===== src/rtl/nav_mix_pkg.sv =====
package nav_mix_pkg;
  typedef enum logic [1:0] {
    L2_P_DATA  = 2'b00,
    L2_P_ONLY  = 2'b01,
    L2_CA_DATA = 2'b10,
    L2_RSVD    = 2'b11
  } l2_mode_e;

  localparam int unsigned DEF_EPOCHS_PER_BIT = 20;
endpackage


===== src/rtl/nav_bit_timer.sv =====
module nav_bit_timer #(
  parameter int unsigned EPOCHS_PER_BIT = nav_mix_pkg::DEF_EPOCHS_PER_BIT
) (
  input  logic clk_i,
  input  logic rst_ni,
  input  logic epoch_i,
  output logic wrap_o
);
  localparam int unsigned CW = (EPOCHS_PER_BIT > 1) ? $clog2(EPOCHS_PER_BIT) : 1;
  localparam logic [CW-1:0] LAST = CW'(EPOCHS_PER_BIT - 1);

  logic [CW-1:0] cnt_q;

  assign wrap_o = epoch_i && (cnt_q == LAST);

  always_ff @(posedge clk_i or negedge rst_ni) begin
    if (!rst_ni)      cnt_q <= '0;
    else if (wrap_o)  cnt_q <= '0;
    else if (epoch_i) cnt_q <= cnt_q + 1'b1;
  end
endmodule


===== src/rtl/nav_bit_latch.sv =====
module nav_bit_latch (
  input  logic clk_i,
  input  logic rst_ni,
  input  logic wrap_i,
  input  logic bit_data_i,
  input  logic bit_valid_i,
  output logic bit_ready_o,
  output logic data_cur_o,
  output logic strobe_o,
  output logic underrun_o
);
  logic data_q;
  logic take;

  assign bit_ready_o = wrap_i;
  assign take        = wrap_i && bit_valid_i;
  // new bit applies to the chip of the wrap cycle itself
  assign data_cur_o  = take ? bit_data_i : data_q;

  always_ff @(posedge clk_i or negedge rst_ni) begin
    if (!rst_ni) begin
      data_q     <= 1'b0;
      strobe_o   <= 1'b0;
      underrun_o <= 1'b0;
    end else begin
      data_q   <= data_cur_o;
      strobe_o <= wrap_i;
      if (wrap_i) underrun_o <= !bit_valid_i;
    end
  end
endmodule


===== src/rtl/nav_chip_mixer.sv =====
module nav_chip_mixer
  import nav_mix_pkg::*;
(
  input  logic       clk_i,
  input  logic       rst_ni,
  input  logic       p_chip_i,
  input  logic       ca_chip_i,
  input  logic       data_i,
  input  logic [1:0] mode_i,
  output logic       l1_i_o,
  output logic       l1_q_o,
  output logic       l1_i_wt_o,
  output logic       l1_q_wt_o,
  output logic       l2_o
);
  logic p_mix, ca_mix, l2_d;

  assign p_mix  = p_chip_i ^ data_i;
  assign ca_mix = ca_chip_i ^ data_i;

  always_comb begin
    unique case (l2_mode_e'(mode_i))
      L2_P_ONLY:  l2_d = p_chip_i;
      L2_CA_DATA: l2_d = ca_mix;
      default:    l2_d = p_mix;
    endcase
  end

  always_ff @(posedge clk_i or negedge rst_ni) begin
    if (!rst_ni) begin
      l1_i_o    <= 1'b0;
      l1_q_o    <= 1'b0;
      l2_o      <= 1'b0;
      l1_i_wt_o <= 1'b0;
      l1_q_wt_o <= 1'b0;
    end else begin
      l1_i_o    <= p_mix;
      l1_q_o    <= ca_mix;
      l2_o      <= l2_d;
      l1_i_wt_o <= 1'b1;
      l1_q_wt_o <= 1'b0;
    end
  end
endmodule


===== src/rtl/nav_code_mixer.sv =====
module nav_code_mixer #(
  parameter int unsigned EPOCHS_PER_BIT = nav_mix_pkg::DEF_EPOCHS_PER_BIT
) (
  input  logic       clk_i,
  input  logic       rst_ni,
  input  logic       p_chip_i,
  input  logic       ca_chip_i,
  input  logic       ca_epoch_i,
  input  logic       bit_data_i,
  input  logic       bit_valid_i,
  output logic       bit_ready_o,
  input  logic [1:0] mode_i,
  output logic       l1_i_o,
  output logic       l1_q_o,
  output logic       l1_i_wt_o,
  output logic       l1_q_wt_o,
  output logic       l2_o,
  output logic       data_strobe_o,
  output logic       underrun_o
);
  logic wrap, data_cur, ready_raw;

  nav_bit_timer #(.EPOCHS_PER_BIT(EPOCHS_PER_BIT)) u_timer (
    .clk_i(clk_i), .rst_ni(rst_ni), .epoch_i(ca_epoch_i), .wrap_o(wrap)
  );

  nav_bit_latch u_latch (
    .clk_i(clk_i), .rst_ni(rst_ni), .wrap_i(wrap),
    .bit_data_i(bit_data_i), .bit_valid_i(bit_valid_i),
    .bit_ready_o(ready_raw), .data_cur_o(data_cur),
    .strobe_o(data_strobe_o), .underrun_o(underrun_o)
  );

  // ready is forced low while reset is held
  assign bit_ready_o = ready_raw && rst_ni;

  nav_chip_mixer u_mixer (
    .clk_i(clk_i), .rst_ni(rst_ni),
    .p_chip_i(p_chip_i), .ca_chip_i(ca_chip_i),
    .data_i(data_cur), .mode_i(mode_i),
    .l1_i_o(l1_i_o), .l1_q_o(l1_q_o),
    .l1_i_wt_o(l1_i_wt_o), .l1_q_wt_o(l1_q_wt_o),
    .l2_o(l2_o)
  );
endmodule


===== config.mk =====
export PLATFORM = sky130hd
export DESIGN_NAME = nav_code_mixer
export DESIGN_NICKNAME = d
export VERILOG_FILES = /design/src/rtl/nav_mix_pkg.sv /design/src/rtl/nav_bit_timer.sv /design/src/rtl/nav_bit_latch.sv /design/src/rtl/nav_chip_mixer.sv /design/src/rtl/nav_code_mixer.sv
export SDC_FILE = /design/constraint.sdc
export NUM_CORES = 1
export LEC_CHECK = 0
export BUFFER_PORTS_ARGS = -buffer_cell sky130_fd_sc_hd__buf_4
export CORE_MARGIN = 3
export CORE_UTILIZATION = 40
export DETAILED_ROUTE_END_ITERATION = 8
export SLEW_MARGIN = 20
export SYNTH_ARGS = -nofsm -noshare
export SYNTH_HDL_FRONTEND = slang
export SYNTH_HIERARCHICAL = 1
export SYNTH_SLANG_ARGS = --single-unit
export TNS_END_PERCENT = 20

===== constraint.sdc =====
create_clock -name clk_i -period 3.1 [get_ports clk_i]
set_clock_uncertainty 0.2 [all_clocks]
set_input_delay 0.62 -clock clk_i [delete_from_list [all_inputs] [get_ports clk_i]]
set_output_delay 0.62 -clock clk_i [all_outputs]
set_load 0.02 [all_outputs]

==> results of run 1 <==
## final cells by class
type | count | share of cell area (%)
Timing Repair Buffer | 16 | 16.4
Sequential cell | 12 | 40.1
Tap cell | 15 | 2.50
Clock buffer | 4 | 4.84
Multi-Input combinational cell | 33 | 33.2
Inverter | 6 | 3.01
## state kept, by name (all words and copies together), names as in the netlist
name and count:
u_latch/strobe_o 1, u_mixer/l1_q_o 1, u_mixer/l2_o 1, u_mixer/l1_i_wt_o 1, u_latch/data_q 1, u_mixer/l1_i_o 1, u_latch/underrun_o 1, u_timer/cnt_q 5
## routing by layer
metal  up-vias  wire, um
li1        214         -
met1       194       388
met2        14       516
met3         2        60
met4         0        15
met5         -         0
## through the flow
stage	total power [W]	util [%]	std cells	hold WS [ps]
2_1_floorplan	0.000394	-	53	124
3_3_place_gp	0.000466	52.7	81	267
3_5_place_dp	0.000469	52.7	81	270
4_1_cts	0.000602	56.2	86	321
5_1_grt	0.000636	56.2	86	320
6_report	0.000591	56.2	86	330
## cells in the mapped netlist (2+ instances only)
library cell,number
a21oi_1,2
buf_4,2
conb_1,2
dfrtp_1,12
ha_1,3
inv_1,6
nand2_1,2
nor2b_1,2
o21ai_0,2
xor2_1,2
## power breakdown
group          internal [W]  switching [W]
combinational      0.000102       0.000104
clock             0.0000713      0.0000520
sequential         0.000216      0.0000448
## repair_timing
item,CTS,global route
setup endpoints to repair,0,0
resized for setup,0,0
hold buffers,1,0
hold endpoints to repair,12,0
## how the worst max path moves through the flow
stage	startpoint	to	slack [ps]	cells after the start
floorplan	ca_epoch_i	bit_ready_o	760	4
global placement	ca_epoch_i	bit_ready_o	660	5
detailed placement	ca_epoch_i	bit_ready_o	630	5
CTS	u_timer/cnt_q[0]	bit_ready_o	500	5
global route	u_timer/cnt_q[0]	bit_ready_o	310	5
finish	u_timer/cnt_q[0]	bit_ready_o	510	5
## critical path, stage by stage, from the launching register on
cell and delay (ps):
dfrtp_1 370, ha_1 190, nand2_1 100, nor4_1 490, and2_1 210, buf_4 130
## logic make-up (layout without fill, tap and decap cells)
| logic type | Yosys count | count (layout) |
|---|---|---|
| flops | 12 | 12 |
| buf+inv | 8 | 26 |
| other cells | 2 | 2 |
| xor+xnor | 3 | 3 |
| mux | 3 | 3 |
| fa+ha+maj | 3 | 3 |
| compound gates | 9 | 9 |
| simple gates | 13 | 13 |
==> out/summary.txt, run 1 <==
DRT antenna net count: 0
Count of input and output buffers: 15
Setup_tns: 0 ps
Initial antenna violation count: 0
Core Box Area: 1330 um^2
Worst-margin pin slew: 624 ps
Peak VDD IR: 0.313 mV
Met3 GRT Util: 3.66%
Worst endpoint required time: 2280 ps
Congestion Overflow GR: 0
Multi-input gate area in the final layout: 249 um^2
Worst reg-to-reg setup slack: 930 ps
Clock tree sinks: 12
Mean number of vias per cell: 4.93
Synth Area in Compound Gates: 10.0%
FP Rows: 13
Most frequent cells in the layout: 15 x buf_4, 12 x dfrtp_1, 6 x inv_1
Clk_lat worst skew: 270 ps
Number of global-route vias before repair: 430
Clock Pin Slew Worst Setup and Hold Paths: 80 ps
Most common cell after layout, fill and taps aside: buf_4
Mapped Nets: 65
Outcome: complete, no violations
Starting Density: 44.0%
Yosys warns: 6
Yosys top cell area share: 51.2%
R2R Path End: u_mixer/l2_o
Final wirelength: 982 um
Post-synthesis xor/xnor area fraction: 4.48%
DP HPWL: 718 um
Critical path class: flip-flop to primary output
Setup WS pre-CTS: 629 ps
Die Wd: 44.3 um
Number of nets in the layout: 84
Root Buffer: clkbuf_4
R2r worst-path depth: 7
Final Setup Violations: 0
PnR worst setup slack: 507 ps
Synth Area in Adders: 6.40%
Mux share of post-synthesis cell area: 6.18%
Synth Area per Inst: 11.1 um^2
Final period util: 83.6%
Worst hold path type: input pin to flip-flop
Die height: 44.3 um
Post-synth top area cell: dfrtp_1
RSZ-0062 raised after global routing: no
DRC: 0
Top FF cell, synth: dfrtp_1
Inserted Diodes: 0
IO Pins: 17
First-pass GRT wire length: 1750 um
Fmax: 386 MHz
Final instance area: 749 um^2
Post-synth ARST share: 100%
CP endpoint kind: primary output
CTS buffer count: 3
Max Cap Viol: 0
Hold path depth: 2
Post-CTS Setup Inserts: 0
Filler instances: 121
Slew HR: 58.0%
Gr usage total: 12.9%
Worst setup SP type: flip-flop
Largest family of logic cells by synthesized area: simple AND/OR/NAND/NOR gates
Worst Path Arrival: 1770 ps
CTS tree: built
GP Congestion: 0.664
Synth area leaders: dfrtp_1 51%, ha_1 6.4%, inv_1 3.8%
Synth Register Bits: 12
P_leak: 0.375 nW
Total number of vias: 424
Min cycle time layout: 2590 ps
Hold path startpoint: ca_chip_i
Crit Path Max Fanout: 4
Starting DRT DRC Count: 4
Final Hold Fails: 0
Total Die Area: 1960 um^2
DP Area: 703 um^2
Post-synthesis sequential area ratio: 51.2%
Share of cells above drive strength 1: 31.0%
Netlist area before placement: 587 um^2
GRT met1 Usage: 14.1%
Synth Area in Simple Gates: 14.1%
First-pass detailed-route iteration total: 4
RR Startpoint: u_timer/cnt_q[0]
DR WL/cell: 11.4 um
Largest buffer count on any clock path: 2
EDFF count, synth: 0
Layout area overhead: 27.7%
Sequential Area: 300 um^2
Pwr Density: 788 nW/um^2
Worst hold path endpoint: u_mixer/l1_q_o
Gr busiest metal: met2
Depth of the CTS H-tree: 1
Gate count of the mapped netlist: 53
Largest net degree at the start of global routing: 14
Met2 Usage GRT: 20.3%
Slew Limit Fails: 0
Yosys cell types: 28
Note: power is estimated with default switching activity, not from simulation.
==> run 2: changes to the inputs <==
- ABC_AREA: default -> 1
- PLACE_DENSITY: default -> 0.67
- clock period: 3.1 -> 2.1 ns (I/O delays scaled with it)
==> run 2 against run 1 <==
Against the previous run: sequential cell count unchanged; power increased by 26%; clock-buffer cell count unchanged; sequential share of layout area decreased by 2.2 points; critical path depth unchanged.
==> out/summary.txt, run 2 <==
Outcome: complete, no violations (unchanged)
Starting DRT DRC Count: 2 (was 4)
Peak VDD IR: 0.596 mV (was 0.313 mV)
Layout area overhead: 35.0% (was 27.7%)
Post-synth top area cell: dfrtp_1 (unchanged)
Number of global-route vias before repair: 380 (was 430)
Die Wd: 44.3 um (unchanged)
Largest net degree at the start of global routing: 14 (unchanged)
DP HPWL: 722 um (was 718 um)
First-pass detailed-route iteration total: 2 (was 4)
Most frequent cells in the layout: 23 x nand2_1, 19 x buf_4, 12 x dfrtp_1 (was 15 x buf_4, 12 x dfrtp_1, 6 x inv_1)
Setup WS pre-CTS: 251 ps (was 629 ps)
Clk_lat worst skew: 260 ps (was 270 ps)
Clock Pin Slew Worst Setup and Hold Paths: 70 ps (was 80 ps)
Pwr Density: 938 nW/um^2 (was 788 nW/um^2)
CP Launch Point: rst_ni (was u_timer/cnt_q[0])
Final period util: 95.8%
RR Startpoint: u_timer/cnt_q[1] (was u_timer/cnt_q[0])
First-pass GRT wire length: 1500 um (was 1750 um)
Mapped Nets: 84 (was 65)
Min cycle time layout: 2010 ps
Worst endpoint required time: 1480 ps (was 2280 ps)
Number of nets in the layout: 107 (was 84)
Top FF cell, synth: dfrtp_1 (unchanged)
P_leak: 0.459 nW (was 0.375 nW)
Depth of the CTS H-tree: 1 (unchanged)
Synth Register Bits: 12 (unchanged)
FP Rows: 13 (unchanged)
Worst hold path type: input pin to flip-flop (unchanged)
Largest register FFs: 5 (unchanged)
RSZ-0062 raised after global routing: no (unchanged)
Gr usage total: 10.8% (was 12.9%)
Inserted Diodes: 0 (unchanged)
Filler instances: 122 (was 121)
Final wirelength: 940 um (was 982 um)
Fmax: 497 MHz
Gate count of the mapped netlist: 72 (was 53)
Largest buffer count on any clock path: 2 (unchanged)
R2R Path End: u_mixer/l2_o (unchanged)
CP endpoint kind: primary output (unchanged)
Total number of vias: 466 (was 424)
Die height: 44.3 um (unchanged)
DRC: 0 (unchanged)
Initial antenna violation count: 0 (unchanged)
GP Congestion: 0.681 (was 0.664)
IO Pins: 17 (unchanged)
Yosys cell types: 16 (was 28)
Final Setup Violations: 0 (unchanged)
Max Cap Viol: 0 (unchanged)
Netlist area before placement: 587 um^2 (unchanged)
Sequential Area: 300 um^2 (unchanged)
R2r worst-path depth: 15 (was 7)
Post-synth top cells: 25 x nand2_1, 12 x dfrtp_1, 10 x inv_1 (was 12 x dfrtp_1, 6 x inv_1, 3 x ha_1)
Clock tree sinks: 12 (unchanged)
DRT antenna net count: 0 (unchanged)
CTS tree: built (unchanged)
Post-synth ARST share: 100% (unchanged)
Yosys warns: 6 (unchanged)
Capture point of the worst path: bit_ready_o (unchanged)
Worst setup SP type: input pin (was flip-flop)
Top-count cell post-synth: nand2_1 (was dfrtp_1)
Biggest register: u_timer/cnt_q (unchanged)
Crit Path Max Fanout: 13 (was 4)
DR WL/cell: 8.62 um (was 11.4 um)
Final Hold Fails: 0 (unchanged)
Multi-input gate area in the final layout: 243 um^2 (was 249 um^2)
EDFF count, synth: 0 (unchanged)
Starting Density: 44.0% (unchanged)
Worst Path Arrival: 1390 ps (was 1770 ps)
Slew Limit Fails: 0 (unchanged)
Synth area leaders: dfrtp_1 51%, nand2_1 16%, ha_1 6.4% (was dfrtp_1 51%, ha_1 6.4%, inv_1 3.8%)
Worst reg-to-reg setup slack: 270 ps (was 930 ps)
CTS buffer count: 3 (unchanged)
Count of input and output buffers: 15 (unchanged)
Critical path class: input pin to primary output (was flip-flop to primary output)
Setup_tns: 0 ps (unchanged)
Share of cells above drive strength 1: 35.1% (was 31.0%)
PnR worst setup slack: 88.4 ps (was 507 ps)
Root Buffer: clkbuf_4 (unchanged)
Yosys top cell area share: 51.2% (unchanged)
Most common cell after layout, fill and taps aside: nand2_1 (was buf_4)
Fin util: 59.4% (was 56.2%)
Core Box Area: 1330 um^2 (unchanged)
Total Die Area: 1960 um^2 (unchanged)
Mean number of vias per cell: 4.28 (was 4.93)
Synth Area per Inst: 8.15 um^2 (was 11.1 um^2)
Post-synthesis sequential area ratio: 51.2% (unchanged)
Congestion Overflow GR: 0 (unchanged)
-- run 2: metrics by stage --
step	total power [W]	hold WS, ps	instances	area, um^2
detailed placement	0.000547	67.9	100	703
global route	0.000802	187	109	792
floorplan	0.000471	-75.6	72	587
global placement	0.000539	69.7	100	703
finish	0.000743	193	109	792
CTS	0.000725	184	105	749
-- run 2: repair_timing --
item	CTS	global route
hold buffers	1	0
resized for setup	1	4
gates cloned	0	0
pin swaps	0	2
setup buffers	0	4
setup endpoints to repair	1	1
endpoints found under the hold margin	12	0
-- run 2: critical path: stages --
cell,delay [ps]
dlygate4sd3_1,530
buf_4,190
nand2_1,70
inv_1,30
buf_4,140
-- run 2: metal layers --
layer	up-vias	GRT usage, %	wire length, um
met3	2	5.28	82
li1	252	-	-
met2	15	14.8	418
met5	-	0	0
met1	197	14.0	417
met4	0	5.42	22
-- run 2: worst min-delay path by stage --
stage / startpoint / end / slack, ps / depth (start not counted)
finish: p_chip_i / u_mixer/l1_i_o / 190 / 3
global route: p_chip_i / u_mixer/l1_i_o / 190 / 3
CTS: p_chip_i / u_mixer/l1_i_o / 180 / 3
detailed placement: rst_ni / u_timer/cnt_q[3] / 70 / 1
global placement: rst_ni / u_timer/cnt_q[3] / 70 / 1
floorplan: rst_ni / u_latch/data_q / -80 / 0
-- run 2: logic make-up after synthesis --
group / synth area share [%]
and+or+nand+nor: 28.4
buffers and inverters: 9.59
DFF: 51.2
adders and majority gates: 6.40
AOI/OAI and AO/OA: 1.70
other: 1.28
xor gates and xnor gates: 1.49
-- run 2: area by class of cell --
type,count,area share (%)
inverters,11,5.21
repair buffers,20,19.3
well taps,15,2.37
clock buffers,4,4.58
multi-input cells,47,30.6
flip-flops and latches,12,37.9
-- run 2: power breakdown --
part | internal, W | switching, W
Combinational | 0.000107 | 0.000122
Sequential | 0.000295 | 0.0000477
Clock | 0.000105 | 0.0000667
Total | 0.000507 | 0.000236
==> run 3: changes to the inputs <==
- ABC_AREA: 1 -> default
- PLACE_DENSITY: 0.67 -> default
- clock period: 2.1 -> 2.3 ns (I/O delays scaled with it)
==> run 3 against run 2 <==
Against the previous run: sequential power grew 5%; global-route usage is 1.0 points higher; critical path type is now flip-flop to primary output; highest routed layer unchanged; clock-buffer cell count decreased by 1; final cell count is 20% lower; via count fell by 11%; cell area shrank 2.7%; utilization is 1.6 points lower; non-clock buffer count decreased by 2; register-to-register slack about the same; sequential cell count stayed put; die area is the same; power up 4.5%.
==> out/summary.txt, run 3 (synthesis results as in run 1) <==
P_leak: 0.379 nW (was 0.459 nW)
Final Setup Violations: 0 (unchanged)
Setup WS pre-CTS: 343 ps (was 251 ps)
Largest register FFs: 5 (unchanged)
First-pass detailed-route iteration total: 2 (unchanged)
WP depth: 6 (was 5)
Critical path class: flip-flop to primary output (was input pin to primary output)
Most frequent cells in the layout: 17 x buf_4, 12 x dfrtp_1, 6 x inv_1 (was 23 x nand2_1, 19 x buf_4, 12 x dfrtp_1)
R2R Path End: u_mixer/l2_o (unchanged)
Mean number of vias per cell: 4.79 (was 4.28)
DRT antenna net count: 0 (unchanged)
Biggest register: u_timer/cnt_q (unchanged)
Worst endpoint required time: 1640 ps (was 1480 ps)
Initial antenna violation count: 0 (unchanged)
Worst hold path type: input pin to flip-flop (unchanged)
Hold path startpoint: bit_valid_i (was p_chip_i)
Largest net degree at the start of global routing: 14 (unchanged)
Inserted Diodes: 0 (unchanged)
DRC: 0 (unchanged)
CTS buffer count: 3 (unchanged)
Cell count after placement: 82 (was 100)
Clock tree sinks: 12 (unchanged)
Outcome: complete, no violations (unchanged)
Congestion Overflow GR: 0 (unchanged)
Worst hold path endpoint: u_latch/underrun_o (was u_mixer/l1_i_o)
Starting Density: 44.0% (unchanged)
Die height: 44.3 um (unchanged)
Min cycle time layout: 2180 ps
Most common cell on crit path: buf_4 (unchanged)
Crit path buffers/inverters: 2 (was 4)
Finished Layout Cells: 87 (was 109)
Final wirelength: 991 um (was 940 um)
Worst Path Arrival: 1520 ps (was 1390 ps)
Slowest cell delay on critical path: 370 ps (was 530 ps)
R2r worst-path depth: 9 (was 15)
Cell family with most CP delay: simple AND/OR/NAND/NOR gates (was buffers and inverters)
Count of input and output buffers: 15 (unchanged)
RSZ-0062 raised after global routing: no (unchanged)
Total Die Area: 1960 um^2 (unchanged)
CP max stage cell: dfrtp_1 (was dlygate4sd3_1)
DP HPWL: 783 um (was 722 um)
Hold path depth: 2 (was 3)
Clk_lat worst skew: 260 ps (about the same)
Fmax: 460 MHz
Worst setup SP type: flip-flop (was input pin)
Largest buffer count on any clock path: 2 (unchanged)
Total number of vias: 417 (was 466)
First-pass GRT wire length: 1570 um (was 1500 um)
Number of global-route vias before repair: 376 (was 380)
Core Box Area: 1330 um^2 (unchanged)
Die Wd: 44.3 um (unchanged)
Slew Limit Fails: 0 (unchanged)
Final Hold Fails: 0 (unchanged)
Number of nets in the layout: 86 (was 107)
RR Startpoint: u_timer/cnt_q[0] (was u_timer/cnt_q[1])
Peak VDD IR: 0.404 mV (was 0.596 mV)
IO Pins: 17 (unchanged)
PnR worst setup slack: 124 ps (was 88.4 ps)
DR WL/cell: 11.4 um (was 8.62 um)
Setup_tns: 0 ps (unchanged)
FP Rows: 13 (unchanged)
Max Cap Viol: 0 (unchanged)
Layout area overhead: 31.3% (was 35.0%)
Gr usage total: 11.8% (was 10.8%)
Root Buffer: clkbuf_4 (unchanged)
Depth of the CTS H-tree: 1 (unchanged)
Worst reg-to-reg setup slack: 270 ps (about the same)
Pwr Density: 1010 nW/um^2 (was 938 nW/um^2)
GP Congestion: 0.644 (was 0.681)
Share of cells above drive strength 1: 36.1% (was 35.1%)
Most common cell after layout, fill and taps aside: buf_4 (was nand2_1)
Clock Pin Slew Worst Setup and Hold Paths: 70 ps (about the same)
Fin util: 57.8% (was 59.4%)
Final period util: 94.6%
Crit Path Max Fanout: 4 (was 13)
Starting DRT DRC Count: 4 (was 2)
CP endpoint kind: primary output (unchanged)
Crit-path cells: ha_2, nand2_2, nor4_4, buf_4, and2_1, buf_4 (was dlygate4sd3_1, buf_4, nand2_1, inv_1, buf_4)
Hold WS: 180 ps (was 193 ps)
CTS tree: built (unchanged)
run 3: repair_timing:
item	in CTS	in global routing
hold endpoints to repair	12	0
resized for setup	0	4
hold buffers	1	0
endpoints found under the setup margin	0	1
buffers inserted	0	1
run 3: routing by layer:
layer,up-vias,global-route usage [%],share of wire (%)
met5,-,0,0
met4,0,12.7,2.3
met3,2,1.22,6.0
met2,12,19.2,49
met1,187,12.7,43
li1,216,-,-
run 3: through the flow:
step / total power (W) / area [um^2]
CTS: 0.000763 / 743
finish: 0.000776 / 771
floorplan: 0.000531 / 587
global placement: 0.000629 / 711
global route: 0.000830 / 771
detailed placement: 0.000637 / 711
run 3: worst max path at each step:
stage	start	endpoint	slack, ps
floorplan	u_timer/cnt_q[0]	bit_ready_o	200
global placement	ca_epoch_i	u_mixer/l2_o	370
detailed placement	ca_epoch_i	u_mixer/l2_o	340
CTS	u_timer/cnt_q[0]	bit_ready_o	90
global route	u_timer/cnt_q[0]	bit_ready_o	10
finish	u_timer/cnt_q[0]	bit_ready_o	120
run 3: cell type report:
| class | count | area [um^2] |
|---|---|---|
| Fill cell | 117 | 563 |
| Sequential cell | 12 | 300 |
| Timing Repair Buffer | 18 | 138 |
| Multi-Input combinational cell | 33 | 269 |
| Tap cell | 15 | 18.8 |
| Inverter | 6 | 22.5 |
| Clock buffer | 3 | 22.5 |
run 3: where the power goes:
part	internal, W	total [W]	switching, W
registers	0.000291	0.000360	0.0000689
logic	0.000146	0.000295	0.000148
clock network	0.0000604	0.000122	0.0000612
total	0.000498	0.000776	0.000278
